===== config.mk =====
export PLATFORM = sky130hd
export DESIGN_NAME = nand_page_read_seq
export DESIGN_NICKNAME = d
export VERILOG_FILES = /design/src/rtl/nprs_pkg.sv /design/src/rtl/nprs_datapath.sv /design/src/rtl/nprs_control.sv /design/src/rtl/nand_page_read_seq.sv
export SDC_FILE = /design/constraint.sdc
export NUM_CORES = 1
export LEC_CHECK = 0
export ABC_CLOCK_PERIOD_IN_PS = 2300
export CORE_MARGIN = 2
export CORE_UTILIZATION = 40
export DETAILED_ROUTE_END_ITERATION = 10
export DONT_BUFFER_PORTS = 1
export HOLD_SLACK_MARGIN = 0.02
export PLACE_DENSITY_LB_ADDON = 0.3
export REMOVE_ABC_BUFFERS = 1
export SETUP_SLACK_MARGIN = 0.05
export SLEW_MARGIN = 20
export SYNTH_ARGS = -nofsm -noshare
export SYNTH_HDL_FRONTEND = slang
export SYNTH_HIERARCHICAL = 1
export SYNTH_SLANG_ARGS = --single-unit
export TNS_END_PERCENT = 10

===== constraint.sdc =====
create_clock -name clk -period 2.3 [get_ports clk]
set_input_delay 0.23 -clock clk [delete_from_list [all_inputs] [get_ports clk]]
set_output_delay 0.23 -clock clk [all_outputs]
set_load 0.05 [all_outputs]

===== src/rtl/nprs_pkg.sv =====
`timescale 1ns/1ps
package nprs_pkg;
  typedef enum logic [1:0] {
    REG_DATA = 2'd0,
    REG_CMD  = 2'd1,
    REG_ADDR = 2'd2
  } region_e;

  localparam logic [7:0] READ_CMD = 8'h00;

  // strobes from control to datapath
  typedef struct packed {
    logic loadJob;
    logic incIdx;
    logic decCnt;
    logic capData;
    logic setLatched;
    logic selCmd;
  } dpCtl_t;
endpackage


===== src/rtl/nprs_datapath.sv =====
`timescale 1ns/1ps
module nprs_datapath
  import nprs_pkg::*;
#(
  parameter int ADDR_W = 26,
  parameter int CNT_W  = 12
) (
  input  logic              clk,
  input  logic              rstN,
  input  dpCtl_t            ctl,
  input  logic [ADDR_W-1:0] startAddr,
  input  logic              addrFour,
  input  logic [CNT_W-1:0]  readCount,
  input  logic              invalidate,
  input  logic [7:0]        busRdata,
  output logic [7:0]        busWdata,
  output logic [7:0]        outData,
  output logic              idxLast,
  output logic              cntZero,
  output logic              cntOne,
  output logic              latched
);
  localparam int PAD_W = 32;

  logic [ADDR_W-1:0] addrReg;
  logic              fourReg;
  logic [1:0]        idx;
  logic [CNT_W-1:0]  cnt;
  logic [7:0]        dataReg;
  logic              latchedReg;
  logic [PAD_W-1:0]  padded;
  logic [7:0]        addrByte;

  always_ff @(posedge clk) begin
    if (!rstN) begin
      addrReg <= '0;
      fourReg <= 1'b0;
      idx     <= '0;
      cnt     <= '0;
      dataReg <= '0;
    end else begin
      if (ctl.loadJob) begin
        addrReg <= startAddr;
        fourReg <= addrFour;
        idx     <= '0;
        cnt     <= readCount;
      end else begin
        if (ctl.incIdx) idx <= idx + 2'd1;
        if (ctl.decCnt) cnt <= cnt - 1'b1;
      end
      if (ctl.capData) dataReg <= busRdata;
    end
  end

  // command-latched memory; invalidate wins over a same-cycle set
  always_ff @(posedge clk) begin
    if (!rstN)               latchedReg <= 1'b0;
    else if (invalidate)     latchedReg <= 1'b0;
    else if (ctl.setLatched) latchedReg <= 1'b1;
  end

  assign padded   = PAD_W'(addrReg);
  assign addrByte = padded[{idx, 3'b000} +: 8];
  assign busWdata = ctl.selCmd ? READ_CMD : addrByte;
  assign outData  = dataReg;
  assign idxLast  = fourReg ? (idx == 2'd3) : (idx == 2'd2);
  assign cntZero  = (cnt == '0);
  assign cntOne   = (cnt == CNT_W'(1));
  assign latched  = latchedReg;
endmodule


===== src/rtl/nprs_control.sv =====
`timescale 1ns/1ps
module nprs_control
  import nprs_pkg::*;
(
  input  logic       clk,
  input  logic       rstN,
  input  logic       start,
  input  logic       busAck,
  input  logic       devReady,
  input  logic       outReady,
  input  logic       idxLast,
  input  logic       cntZero,
  input  logic       cntOne,
  input  logic       latched,
  output dpCtl_t     ctl,
  output logic       busReq,
  output logic       busWrite,
  output logic [1:0] busRegion,
  output logic       outValid,
  output logic       busy
);
  typedef enum logic [2:0] {
    S_IDLE, S_CMD, S_ADDR, S_WAIT, S_READ, S_PUSH
  } state_e;

  state_e state, nextState;
  region_e region;

  always_ff @(posedge clk) begin
    if (!rstN) state <= S_IDLE;
    else       state <= nextState;
  end

  always_comb begin
    nextState = state;
    ctl       = '0;
    busReq    = 1'b0;
    busWrite  = 1'b0;
    region    = REG_DATA;
    outValid  = 1'b0;
    unique case (state)
      S_IDLE: begin
        if (start) begin
          ctl.loadJob = 1'b1;
          nextState   = latched ? S_ADDR : S_CMD;
        end
      end
      S_CMD: begin
        busReq     = 1'b1;
        busWrite   = 1'b1;
        region     = REG_CMD;
        ctl.selCmd = 1'b1;
        if (busAck) begin
          ctl.setLatched = 1'b1;
          nextState      = S_ADDR;
        end
      end
      S_ADDR: begin
        busReq   = 1'b1;
        busWrite = 1'b1;
        region   = REG_ADDR;
        if (busAck) begin
          if (idxLast) nextState  = S_WAIT;
          else         ctl.incIdx = 1'b1;
        end
      end
      S_WAIT: begin
        if (devReady) nextState = cntZero ? S_IDLE : S_READ;
      end
      S_READ: begin
        busReq = 1'b1;
        region = REG_DATA;
        if (busAck) begin
          ctl.capData = 1'b1;
          nextState   = S_PUSH;
        end
      end
      S_PUSH: begin
        outValid = 1'b1;
        if (outReady) begin
          ctl.decCnt = 1'b1;
          nextState  = cntOne ? S_IDLE : S_READ;
        end
      end
      default: nextState = S_IDLE;
    endcase
  end

  assign busRegion = region;
  assign busy      = (state != S_IDLE);
endmodule


===== src/rtl/nand_page_read_seq.sv =====
`timescale 1ns/1ps
module nand_page_read_seq
  import nprs_pkg::*;
#(
  parameter int ADDR_W = 26,
  parameter int CNT_W  = 12
) (
  input  logic              clk,
  input  logic              rstN,
  input  logic              start,
  input  logic [ADDR_W-1:0] startAddr,
  input  logic              addrFour,
  input  logic [CNT_W-1:0]  readCount,
  input  logic              invalidate,
  output logic              busReq,
  output logic              busWrite,
  output logic [1:0]        busRegion,
  output logic [7:0]        busWdata,
  input  logic              busAck,
  input  logic [7:0]        busRdata,
  input  logic              devReady,
  output logic              outValid,
  output logic [7:0]        outData,
  input  logic              outReady,
  output logic              busy
);
  dpCtl_t ctl;
  logic   idxLast, cntZero, cntOne, latched;

  nprs_control u_ctrl (
    .clk(clk), .rstN(rstN), .start(start), .busAck(busAck),
    .devReady(devReady), .outReady(outReady), .idxLast(idxLast),
    .cntZero(cntZero), .cntOne(cntOne), .latched(latched),
    .ctl(ctl), .busReq(busReq), .busWrite(busWrite),
    .busRegion(busRegion), .outValid(outValid), .busy(busy)
  );

  nprs_datapath #(.ADDR_W(ADDR_W), .CNT_W(CNT_W)) u_dp (
    .clk(clk), .rstN(rstN), .ctl(ctl), .startAddr(startAddr),
    .addrFour(addrFour), .readCount(readCount), .invalidate(invalidate),
    .busRdata(busRdata), .busWdata(busWdata), .outData(outData),
    .idxLast(idxLast), .cntZero(cntZero), .cntOne(cntOne),
    .latched(latched)
  );
endmodule


==> metrics.txt <==
status complete, no violations; Ys Warns 6; grt met3 use 5.21%; Post-Route WL around 5700 um; Final period util between 90 and 100%; Power Dens Cells 1260 nW/um^2; Final Util 45.4%; htree depth 2; GRT overflow 0; internal power 2.23 mW; achievable clock frequency 463 MHz; Most Crowded Layer GR met2; num ports 76; register-to-register setup slack 0.21 ns; worst endpoint data arrival time 1.93 ns; kind of critical path register to primary output; cell taking the most area after synthesis dfxtp_1; clock skew 0.00519 ns; Vias/cell approximately 5.4; Mean Syn Cell Area 9.45 sq um; worst r2r src u_ctrl/state[0]; worst-margin pin slew 0.547 ns; synthesized netlist cell count about 300; Site Rows 30; via count 2067; top cell type's share of synthesized area 38.1%; CP Capture Type primary output; Worst IR Drop VDD 0.595 mV; register area share after synthesis 38.1%; ant diodes 0; min-delay src rstN; clk slew on worst S/H paths 0.10 ns; final-report setup violation count 0; worst skew pair latency 0.31 ns; Power Total 3.86 mW; Post-Syn Area about 2800 sq um; Synth Flop Type dfxtp_1; Final Max Slew Viols 0; count leader, synth dfxtp_1; met1 usage 20.1%; post-synthesis cell type count 51; CP startpoint kind register; Worst Path Required 2.07 ns; gr usage total between 10% and 20%; core area 6760 sq um; TritonCTS clock tree yes; final worst slack 0.138 ns; fin crit period between 2 and 2.5 ns; synth top area cells dfxtp_1 (38%), mux2i_1 (15%), nor2b_1 (9.4%); Initial Utilization between 40% and 50%; reg2reg path depth 5; # port buffers 0; Max Cap Viol 0; Place WS ~0.24 ns; RSZ-0062 raised after global routing no; drt first pass iters 4; Sw Share 42.3%; Routed Antenna Nets 0; Min-Delay Path Depth 1; first-pass GRT wire length 9400 um; antenna violations before repair 0; Area Growth Syn to Fin 10.0%; Die Ht approximately 90 um; GP Congestion 0.805; Seq cells post-synth 53; clock tree buffer depth 2; final hold vios 0; Worst Hold Class input pin to register; Num CTS Buffers 5; root buffer cell clkbuf_8; Comb pwr share 48.7%; Worst Hold Path EP u_dp/addrReg[11]; pin count of the biggest net entering global routing 53; met2 track demand over resource ~25%; sequential share of power 34.9%; EDFF count, synth 0; Die W 87.5 um; Net Switching 1.64 mW; vias in the first global route 2012; fin nets 360; die area ~7600 sq um; hold_ws between 0.04 and 0.05 ns; drt wl/cell 14.8 um; leak pwr 1.17 nW; r2r endpoint u_dp/cnt[9]; synth cell count leaders dfxtp_1 (53), mux2i_1 (42), nor2b_1 (42); Worst Path Max Fanout 10; CTS sink cnt 53; Residual DRC 0; DRT iter0 DRCs 88; share of cells above drive strength 1 16.1%; cell area after layout 3070 sq um; share of flip-flops with an asynchronous set or reset 0%; DP Area about 3000 sq um; DPL Wire Length 3980 um; Rel. slew slack 63.5%; fillcell total 675; Clock power frac 16.4%
-- through the flow --
step | setup TNS, ns | std cells
after floorplan | -67.10 | 274
after global placement | 0 | 375
after detailed placement | 0 | 375
after CTS | 0 | 384
after global routing | 0 | 384
final | 0 | 384
-- what timing repair did --
item | 4_1_cts | 5_1_grt
setup endpoints to repair | 2 | 0
resized for setup | 1 | 0
hold buffers | 1 | 0
setup buffers | 0 | 0
endpoints found under the hold margin | 1 | 0
-- critical path: stages, from the launching register on --
cell and delay (ns):
dfxtp_1 0.35, buf_4 0.18, or3b_4 0.42, inv_2 0.22, or2_1 0.45
-- layout by cell type, fill, tap and decap left out, types with 3 or more instances in the layout --
cell	instances
mux2i_1	42
nor4_1	5
o31ai_1	5
o21ai_0	7
a21oi_1	9
nor2_1	9
a31oi_1	3
inv_1	6
nand2b_1	5
ha_1	3
or2_2	8
or2_1	3
and2_1	5
or4_1	6
nor2b_1	41
buf_4	21
nor3b_1	4
xnor2_1	4
dfxtp_1	52
o211a_1	4
nand2_1	15
xor2_1	3
clkbuf_8	5
-- how the worst max path moves through the flow --
| stage | startpoint | to | depth (start not counted) | slack [ns] |
|---|---|---|---|---|
| 2_1_floorplan | u_ctrl/state[2] | u_dp/cnt[10] | 5 | -2.08 |
| 3_3_place_gp | u_dp/cnt[5] | u_ctrl/state[2] | 7 | 0.34 |
| 3_5_place_dp | u_ctrl/state[0] | u_dp/cnt[9] | 5 | 0.24 |
| 4_1_cts | u_ctrl/state[2] | busWrite | 4 | 0.12 |
| 5_1_grt | u_ctrl/state[2] | busWrite | 4 | 0.06 |
| 6_report | u_ctrl/state[2] | busWrite | 4 | 0.14 |
-- cell type report --
type / instances / area (sq um) / area share [%]
multi-input cells: 214 / 1600 / 52.1
flip-flops and latches: 53 / 1060 / 34.7
repair buffers: 22 / 168 / 5.47
well taps: 80 / 100 / 3.27
clock buffers: 6 / 72.6 / 2.37
clock inverters: 2 / 38.8 / 1.27
inverters: 7 / 26.3 / 0.857
-- routing by layer --
layer / wire length (um) / up-vias
met5: 0 / -
met1: 2640 / 957
met4: 68 / 0
met2: 2540 / 52
li1: - / 1050
met3: 437 / 8
-- power groups by stage --
| stage | registers, mW | logic (mW) | clock network, mW |
|---|---|---|---|
| after CTS | 1.35 | 1.90 | 0.664 |
| after floorplan | 1.37 | 1.44 | 0 |
| final | 1.35 | 1.88 | 0.634 |
| after global routing | 1.39 | 2.06 | 0.699 |
| after global placement | 1.36 | 1.86 | 0 |
| after detailed placement | 1.37 | 1.89 | 0 |
-- logic make-up (layout without fill, tap and decap cells) --
family,Yosys count,count (layout),synth area share [%]
AOI/OAI and AO/OA,45,45,11.9
DFF,53,53,38.1
adders and majority gates,3,3,1.35
xor gates and xnor gates,7,7,2.20
muxes,44,44,16.7
buffers and inverters,28,37,4.94
and+or+nand+nor,115,115,24.8
-- flip-flops by register name (all words and copies together) (netlist names) --
| register | flops |
|---|---|
| u_dp/addrReg | 26 |
| u_ctrl/state | 3 |
| u_dp/fourReg | 1 |
| u_dp/cnt | 12 |
| u_dp/outData | 8 |
| u_dp/idx | 2 |
| u_dp/latched | 1 |
Note: power is estimated with default switching activity, not from simulation.
